`config.mk`:
```
export PLATFORM = sky130hd
export DESIGN_NAME = serial_fault_injector
export DESIGN_NICKNAME = d
export VERILOG_FILES = /design/src/rtl/fi_pkg.sv /design/src/rtl/fi_window.sv /design/src/rtl/fi_osc.sv /design/src/rtl/fi_frame.sv /design/src/rtl/serial_fault_injector.sv
export SDC_FILE = /design/constraint.sdc
export NUM_CORES = 1
export LEC_CHECK = 0
export ABC_AREA = 0
export BUFFER_PORTS_ARGS = -buffer_cell sky130_fd_sc_hd__buf_4
export CAP_MARGIN = 20
export CORE_AREA = 2 2 169 171
export DETAILED_ROUTE_END_ITERATION = 8
export DIE_AREA = 0 0 171 173
export PLACE_DENSITY_LB_ADDON = 0.08
export RECOVER_POWER = 100
export SETUP_SLACK_MARGIN = 0.5
export SLEW_MARGIN = 40
export SYNTH_ARGS = -nofsm -noshare
export SYNTH_HDL_FRONTEND = slang
export SYNTH_SLANG_ARGS = --single-unit
```
`constraint.sdc`:
```
create_clock -name clk -period 6.88 [get_ports clk]
set_input_delay 1.032 -clock clk [delete_from_list [all_inputs] [get_ports clk]]
set_output_delay 1.032 -clock clk [all_outputs]
set_load 0.01 [all_outputs]
```
`src/rtl/fi_pkg.sv`:
```
// Shared types for the serial fault injector.
package fi_pkg;
    typedef enum logic [2:0] {
        FM_NONE    = 3'd0,
        FM_SHORT   = 3'd1,
        FM_STUCK   = 3'd2,
        FM_DISC    = 3'd3,
        FM_CORRUPT = 3'd4,
        FM_DRIFT   = 3'd5,
        FM_OSC     = 3'd6
    } fault_mode_e;

    localparam logic IDLE_LEVEL = 1'b1;
endpackage

```
`src/rtl/fi_window.sv`:
```
// Activation window: counts cycles from the configuration load and reports
// whether the programmed fault interval covers the current cycle.
// Assumes: duration 0 means the fault never expires; the timer saturates.
module fi_window #(
    parameter int TIME_W = 16
) (
    input  logic              clk,
    input  logic              rst_n,
    input  logic              load,
    input  logic [TIME_W-1:0] start_in,
    input  logic [TIME_W-1:0] dur_in,
    output logic              active
);
    logic [TIME_W-1:0] timer_q, start_q, dur_q;
    logic              armed_q;
    logic [TIME_W:0]   end_sum;

    // Timer, arming flag and window bounds.
    always_ff @(posedge clk) begin
        if (!rst_n) begin
            timer_q <= '0;
            start_q <= '0;
            dur_q   <= '0;
            armed_q <= 1'b0;
        end else if (load) begin
            timer_q <= '0;
            start_q <= start_in;
            dur_q   <= dur_in;
            armed_q <= 1'b1;
        end else if (timer_q != '1) begin
            timer_q <= timer_q + 1'b1;
        end
    end

    // Window compare on the current timer value.
    always_comb begin
        end_sum = {1'b0, start_q} + {1'b0, dur_q};
        active  = armed_q && (timer_q >= start_q) &&
                  ((dur_q == '0) || ({1'b0, timer_q} < end_sum));
    end
endmodule

```
`src/rtl/fi_osc.sv`:
```
// Oscillation source: level starts at 0 and toggles every PERIOD cycles
// while enabled; clears whenever disabled. Assumes period 0 acts as 1.
module fi_osc #(
    parameter int OSC_W = 8
) (
    input  logic             clk,
    input  logic             rst_n,
    input  logic             en,
    input  logic [OSC_W-1:0] period,
    output logic             level
);
    logic [OSC_W-1:0] cnt_q, per_m1;

    // Terminal count of the half-period.
    always_comb per_m1 = (period == '0) ? '0 : period - 1'b1;

    // Half-period counter and output level.
    always_ff @(posedge clk) begin
        if (!rst_n || !en) begin
            cnt_q <= '0;
            level <= 1'b0;
        end else if (cnt_q >= per_m1) begin
            cnt_q <= '0;
            level <= ~level;
        end else begin
            cnt_q <= cnt_q + 1'b1;
        end
    end
endmodule

```
`src/rtl/fi_frame.sv`:
```
// Frame holder: captures a frame on start, presents one bit per slot,
// collects the line value of each slot and delivers the collected frame
// (plus optional drift offset) after the last slot.
// Assumes: starts during a frame in flight are dropped.
module fi_frame #(
    parameter int FRAME_BITS = 32
) (
    input  logic                  clk,
    input  logic                  rst_n,
    input  logic                  start,
    input  logic [FRAME_BITS-1:0] frame_in,
    input  logic                  line_bit,
    input  logic                  drift_en,
    input  logic [FRAME_BITS-1:0] drift_off,
    output logic                  busy,
    output logic                  cur_bit,
    output logic                  rx_valid,
    output logic [FRAME_BITS-1:0] rx_frame,
    output logic                  changed
);
    localparam int POS_W = $clog2(FRAME_BITS);
    localparam logic [POS_W-1:0] LAST = POS_W'(FRAME_BITS - 1);

    logic [POS_W-1:0]      pos_q;
    logic [FRAME_BITS-1:0] held_q, coll_q, coll_next, delivered;

    // Slot bit and the frame as it will be delivered.
    always_comb begin
        cur_bit          = held_q[pos_q];
        coll_next        = coll_q;
        coll_next[pos_q] = line_bit;
        delivered        = coll_next + (drift_en ? drift_off : '0);
    end

    // Capture, slot stepping and delivery.
    always_ff @(posedge clk) begin
        if (!rst_n) begin
            busy     <= 1'b0;
            pos_q    <= '0;
            held_q   <= '0;
            coll_q   <= '0;
            rx_valid <= 1'b0;
            rx_frame <= '0;
            changed  <= 1'b0;
        end else begin
            rx_valid <= 1'b0;
            changed  <= 1'b0;
            if (!busy && start) begin
                busy   <= 1'b1;
                pos_q  <= '0;
                held_q <= frame_in;
                coll_q <= '0;
            end else if (busy) begin
                coll_q <= coll_next;
                if (pos_q == LAST) begin
                    busy     <= 1'b0;
                    rx_valid <= 1'b1;
                    rx_frame <= delivered;
                    changed  <= (delivered != held_q);
                end else begin
                    pos_q <= pos_q + 1'b1;
                end
            end
        end
    end
endmodule

```
`src/rtl/serial_fault_injector.sv`:
```
// Serial link fault injector: holds configuration, selects the line value
// per mode while the fault window is open, and counts altered frames.
// Assumes configuration is loaded between frames.
module serial_fault_injector #(
    parameter int FRAME_BITS = 32,
    parameter int TIME_W     = 16,
    parameter int OSC_W      = 8,
    parameter int CNT_W      = 16
) (
    input  logic                  clk,
    input  logic                  rst_n,
    input  logic                  cfg_load,
    input  logic [2:0]            cfg_mode,
    input  logic [TIME_W-1:0]     cfg_start,
    input  logic [TIME_W-1:0]     cfg_dur,
    input  logic [FRAME_BITS-1:0] cfg_param,
    input  logic                  tx_start,
    input  logic [FRAME_BITS-1:0] tx_frame,
    output logic                  line_out,
    output logic                  rx_valid,
    output logic [FRAME_BITS-1:0] rx_frame,
    output logic                  fault_active,
    output logic                  disc_flag,
    output logic [CNT_W-1:0]      corrupt_count
);
    import fi_pkg::*;

    fault_mode_e           mode_q;
    logic [FRAME_BITS-1:0] param_q;
    logic                  win_active, osc_level, busy, cur_bit, changed;
    logic                  pass_bit, drift_en;

    // Configuration registers.
    always_ff @(posedge clk) begin
        if (!rst_n) begin
            mode_q  <= FM_NONE;
            param_q <= '0;
        end else if (cfg_load) begin
            mode_q  <= fault_mode_e'(cfg_mode);
            param_q <= cfg_param;
        end
    end

    fi_window #(.TIME_W(TIME_W)) u_win (
        .clk(clk), .rst_n(rst_n), .load(cfg_load),
        .start_in(cfg_start), .dur_in(cfg_dur), .active(win_active)
    );

    fi_osc #(.OSC_W(OSC_W)) u_osc (
        .clk(clk), .rst_n(rst_n),
        .en(win_active && (mode_q == FM_OSC)),
        .period(param_q[OSC_W-1:0]), .level(osc_level)
    );

    fi_frame #(.FRAME_BITS(FRAME_BITS)) u_frame (
        .clk(clk), .rst_n(rst_n), .start(tx_start), .frame_in(tx_frame),
        .line_bit(line_out), .drift_en(drift_en), .drift_off(param_q),
        .busy(busy), .cur_bit(cur_bit), .rx_valid(rx_valid),
        .rx_frame(rx_frame), .changed(changed)
    );

    // Line selection per fault mode.
    always_comb begin
        pass_bit     = busy ? cur_bit : IDLE_LEVEL;
        fault_active = win_active && (mode_q != FM_NONE);
        drift_en     = win_active && (mode_q == FM_DRIFT);
        disc_flag    = win_active && (mode_q == FM_DISC);
        line_out     = pass_bit;
        if (win_active) begin
            case (mode_q)
                FM_SHORT:   line_out = 1'b0;
                FM_STUCK:   line_out = param_q[0];
                FM_DISC:    line_out = IDLE_LEVEL;
                FM_CORRUPT: line_out = busy ? ~cur_bit : IDLE_LEVEL;
                FM_OSC:     line_out = osc_level;
                default:    line_out = pass_bit;
            endcase
        end
    end

    // Saturating count of altered frames.
    always_ff @(posedge clk) begin
        if (!rst_n)
            corrupt_count <= '0;
        else if (changed && (corrupt_count != '1))
            corrupt_count <= corrupt_count + 1'b1;
    end
endmodule

```
# [Yosys cells after proc, flatten, opt, wreduce, memory -nomap -nowiden]
# Cells that the tools add are included.
[totals] word_cells=83 register_bits=213
[op_classes] add_sub_neg=7 n_eq_ne=10 muxes=15 magnitude_cmp=5 bitwise_logic=6 n_reduce_logical=24
[ops] op="$add 16x1->16 const B" count=2
[ops] op="$add 32x32->32" count=1
[ops] op="$bwmux 32" count=1
[ops] op="$mux 32" count=1
[ops] op="$ne 16x16->1 const B" count=2
[ops] op="$ne 32x32->1" count=1
[ops] op="$add 16x16->17" count=1
[ops] op="$lt 16x17->1" count=1
[ops] op="$ge 16x16->1" count=1
[ops] op="$logic_not 16->1" count=1
[ops] op="$eq 3x3->1 const B" count=3
[ops] op="$logic_and 1x1->1" count=9
[ops] op="$mux 1" count=9
[ops] op="$add 8x1->8 const B" count=1
[ops] op="$ge 8x8->1" count=1
[ops] op="$logic_not 8->1" count=1
[ops] op="$mux 8" count=1
[ops] op="$sub 8x1->8 const B" count=1
[ops] op="$eq 3x2->1 const B" count=2
[ops] op="$lt 5x6->1 const B" count=1
[ops] op="$not 1->1" count=6
[ops] op="$reduce_or 2->1" count=3
[ops] op="$add 5x1->5 const B" count=1
[ops] op="$bmux 1 s5" count=1
[ops] op="other kinds (12)" count=15

# [Longest topological paths before layout]
[depth] ltp_word=9 ltp_mapped=34

# [Hierarchy]
# From an unflattened synthesis, not the netlist that was laid out.
[unflattened] cells_unflattened=1599 hier_area_um2=13674.4
[by_module_without_submodules] mod="fi_frame" instances=1 cells_each=914 area_each_um2=7395.8 seq_area_each_um2=2082.0
[by_module_without_submodules] mod="fi_window" instances=1 cells_each=384 area_each_um2=3469.6 seq_area_each_um2=980.9
[by_module_without_submodules] mod="serial_fault_injector" instances=1 cells_each=224 area_each_um2=2119.5 seq_area_each_um2=1021.0
[by_module_without_submodules] mod="fi_osc" instances=1 cells_each=77 area_each_um2=689.4 seq_area_each_um2=180.2

# [Worst setup path before layout]
# No wires, ideal clock.
[synth_path] path_kind="reg-to-reg" startpoint="reg u_win.dur_q[0]" endpoint="reg u_frame.changed" path_stages_with_launch=33 setup_time_ns=0.120 slack_ns=-0.373 period_less_slack_ns=7.253 t_required_ns=6.760 t_arrival_ns=7.133 cell_sequence="dfxtp_1 > ha_1 > fa_1 > a21oi_1 > o21ai_1 > o311ai_1 > a31oi_1 > o21ai_0 > nand2b_1 > a21oi_1 > xnor2_1 > ha_1 > a2111o_1 > nor2_1 > or4_4 > o311ai_4 > o21ai_2 > a21bo_2 > a21oi_4 > buf_6 > mux2_2 > ha_1 > fa_1 > a21o_1 > a32o_1 > o41ai_4 > a211oi_1 > o21ai_1 > nand2_1 > or4_1 > a41oi_1 > nand4_1 > o31a_1"
[synth_between] elab_chain_len=8
[synth_rtl] element="start, declared" line_no="fi_window.sv:14" rtl="logic [TIME_W-1:0] timer_q, start_q, dur_q;"
[synth_rtl] element="start signal, assigned" line_no="fi_window.sv:28" rtl="dur_q <= dur_in;"
[synth_rtl] element="$add 16x16->17" line_no="fi_window.sv:37" rtl="end_sum = {1'b0, start_q} + {1'b0, dur_q};"
[synth_rtl] element="$lt 16x17->1" line_no="fi_window.sv:39" rtl="((dur_q == '0) || ({1'b0, timer_q} < end_sum));"
[synth_rtl] element="$logic_or 1x1->1 *" line_no="fi_window.sv:39"
[synth_rtl] element="$logic_and 1x1->1 *" line_no="fi_window.sv:38" rtl="active = armed_q && (timer_q >= start_q) &&"
[synth_rtl] element="$mux 1 *" line_no="serial_fault_injector.sv:69" rtl="if (win_active) begin"
[synth_rtl] element="$bwmux 32 *" line_no="fi_frame.sv:31" rtl="coll_next[pos_q] = line_bit;"
[synth_rtl] element="via u_frame.coll_next[0]" line_no="fi_frame.sv:25" rtl="logic [FRAME_BITS-1:0] held_q, coll_q, coll_next, delivered;"
[synth_rtl] element="$add 32x32->32 *" line_no="fi_frame.sv:32" rtl="delivered = coll_next + (drift_en ? drift_off : '0);"
[synth_rtl] element="$ne 32x32->1 *" line_no="fi_frame.sv:59" rtl="changed <= (delivered != held_q);"
[synth_rtl] element="end signal, assigned" line_no="fi_frame.sv:59"
[synth_rtl] element="end, declared" line_no="fi_frame.sv:19" rtl="output logic changed"
# Mark *: on every way through the listed nets, which the timed path passes. The rest lies on a longest branch.
# A chain may end at the register's enable or synchronous reset.

# [Worst setup path in the final report]
# Ends and elaborated chain as after synthesis.

==> metrics <==
reg2reg end u_frame.changed; Reg clk slew, reported paths 60 ps; Die X 171 um; worst slew pin tran 4410 ps; ANT nets after route 0; aggregate global routing overflow 0; Power Dens Cells 165 mW/mm^2; Syn Nets 1857; post-synthesis sequential area ratio 31.2%; Critical path buffers and inverters 3; final worst slack -299 ps; gr usage total 29.3%; Initial Util 49.5%; final net count 2184; Inserted Diodes 0; failing checks capacitance limit, slew limit, setup timing; R2R Path Start u_win.dur_q[0]; Core Footprint 0.0276 mm^2; R2R depth 35; crit path from u_win.dur_q[0]; Setup CP Type register to register; RSZ-0062 raised after global routing yes; Layout area overhead 35.2%; GPL Wtd Cong 0.922; post-layout util 67.0%; Hold WC Path Type register to register; crit share post-route 104%; via count 13200; Async S/R FF share, synth 0%; initial drt markers 975; Hold WS 458 ps; Post-synth EDFFs 0; Slowest-stage cell, CP or4_1; area of the mapped netlist 0.0137 mm^2; post-DP HPWL 33400 um; share of post-route cells with drive strength above 1 28.9%; vias in the first global route 12700; Unique masters post-synth 92; Via-to-Cell Ratio 5.56; total CTS buffers 24; final max-slew violation count 262; fillers 2408; number of core rows 61; Critical Path Sink u_frame.changed; setup_tns -870 ps; Total Power 0.00306 W; IO Port Bufs 154; Worst Path Max Fanout 4; Slew HR -194%; Max Clk Rate 139 MHz; syn avg cell area 8.25 um^2; clk sink count 213; Peak VDD IR 0.000167 V; Final Critical Period 7180 ps; Hold Fails Final Rpt 0; CTS root buf clkbuf_16; MaxCap Viol Count 5; most common flop cell mapped by yosys dfxtp_1; DIE HEIGHT 173 um; Required @ worst endpoint 7300 ps; largest net degree at the start of global routing 100; Seq cells post-synth 213; crit end category register; final WL 44600 um; residual DRC count 0; DRT Pass-1 Iters 5; CTS Buffer Depth 3; Clock H-tree levels 1; die area 0.0296 mm^2; YS warnings 0; CTS tree done; final setup fails 7; flop2flop setup slack -300 ps; outcome finished, violations left; CP Depth 35; Clock Latency Late Sink 530 ps; Mapped Cells 1657; Pleak 7.77 nW; DR WL/cell 18.7 um; initial antenna violation count 0; Startpoint Class register; Worst path max stage delay 540 ps; I/O pins 155; first-pass GRT wire length 69200 um; CP delay by family, top compound AO/OA/AOI/OAI gates; Crit path arrival time 7590 ps; clk_skew 12.3 ps
==> synthesized netlist by cell type, types with 5 or more instances <==
cell type	count	share of area, %
nand3_1	60	2.2
buf_2	10	0.37
o22ai_1	6	0.27
inv_1	39	1.1
nand3b_1	5	0.27
a211oi_1	27	1.5
a31oi_1	5	0.23
nand2b_1	11	0.50
or3_1	19	0.87
and2_1	47	2.1
and3_1	15	0.69
nor3b_1	10	0.55
nor2_1	187	5.1
ha_1	95	8.7
a21o_1	24	1.3
or4_1	5	0.27
nand4_1	16	0.73
a21oi_1	138	5.0
o21a_1	11	0.60
xnor2_1	51	3.3
o21ai_0	58	2.1
nor2b_1	11	0.50
nor3_1	26	0.95
dfxtp_1	213	31
buf_6	5	0.41
nor4_1	13	0.59
o21ai_1	5	0.18
mux2i_1	85	6.2
mux2_2	31	2.6
xnor3_1	7	1.2
xor2_1	45	2.9
nand2_1	187	5.1
clkbuf_1	68	1.9
buf_1	11	0.30
==> state kept, by name, summed over array words and instances (netlist names), 8 cells and up <==
register,count
corrupt_count,16
u_frame.rx_frame,32
param_q,32
u_win.start_q,16
u_win.dur_q,16
u_frame.coll_q,32
u_osc.cnt_q,8
u_win.timer_q,16
u_frame.held_q,32
==> layout make-up <==
| cell class | count | area, um^2 | share of cell area (%) |
|---|---|---|---|
| Sequential cell | 213 | 4270 | 23.1 |
| Multi-Input combinational cell | 1304 | 9860 | 53.3 |
| Clock buffer | 36 | 707 | 3.82 |
| Tap cell | 378 | 473 | 2.56 |
| Timing Repair Buffer | 402 | 2930 | 15.9 |
| Inverter | 39 | 146 | 0.791 |
| Clock inverter | 7 | 110 | 0.595 |
==> power breakdown <==
| part | total [W] | switching [W] | internal (W) |
|---|---|---|---|
| clock | 0.00134 | 0.000521 | 0.000818 |
| combinational | 0.000406 | 0.000203 | 0.000204 |
| sequential | 0.00132 | 0.0000441 | 0.00127 |
==> routing by layer <==
metal | routed length (um) | share of wire (%) | vias up | global-route usage (%)
met3 | 3140 | 7.0 | 60 | 5.61
met5 | 0 | 0 | - | 0
met2 | 19500 | 44 | 375 | 44.3
li1 | - | - | 6487 | -
met1 | 21000 | 47 | 6297 | 43.1
met4 | 881 | 2.0 | 0 | 6.43
==> layout by cell type, fill, tap and decap left out, drive strengths merged, types with 7 or more instances in the layout <==
master  count
nor2      187
a21o       24
and2       48
nor3b      10
and3       15
nand3      60
nor3       29
xnor3       7
a21oi     141
a211oi     28
nand4      16
or3        19
clkbuf     92
xnor2      51
nor2b      11
nand2b     11
nand2     187
ha         95
mux2i      85
o21a       11
buf       346
inv        39
dfxtp     213
nor4       13
mux2       31
o21ai      65
xor2       45
==> worst min path at each step <==
| stage | startpoint | endpoint | slack, ps | cells after the start |
|---|---|---|---|---|
| after global routing | u_frame.rx_frame[5] | u_frame.rx_frame[5] | 470 | 2 |
| after floorplan | u_frame.coll_q[12] | u_frame.coll_q[12] | 430 | 2 |
| final | u_frame.rx_frame[5] | u_frame.rx_frame[5] | 460 | 2 |
| after global placement | u_frame.coll_q[12] | u_frame.coll_q[12] | 440 | 2 |
| after CTS | u_frame.coll_q[12] | u_frame.coll_q[12] | 460 | 2 |
| after detailed placement | u_frame.coll_q[12] | u_frame.coll_q[12] | 450 | 2 |
==> cell families after synthesis <==
kind of cell	Yosys count	synth area share [%]
fa+ha+maj	97	8.98
mux	120	9.43
compound gates	348	16.5
buf+inv	141	4.48
flops	213	31.2
simple gates	634	22.0
xor+xnor	104	7.47
==> worst reg2reg max path: cells and delay by family, from the launching register on <==
kind,cells,cell delay [ps]
mux,1,300
flops,1,340
fa+ha+maj,5,1370
simple gates,6,1340
buf+inv,3,410
compound gates,19,3220
xor+xnor,1,90
==> per-stage QoR <==
step                      worst slack, ps  area, um^2  cells
after floorplan                      -150       13800   1657
after global placement               -559       16500   2297
after detailed placement             -709       16500   2297
after CTS                            -392       18000   2358
after global routing                 -605       18500   2379
final                                -299       18500   2379
==> timing repair <==
item                       4_1_cts  5_1_grt
hold endpoints to repair         0        0
resized for setup               98       99
cloned                           2        0
hold buffers                     0        0
setup buffers                   16       21
pin swaps                       46       56
setup endpoints to repair       24       28
(Power assumes the default switching activity.)
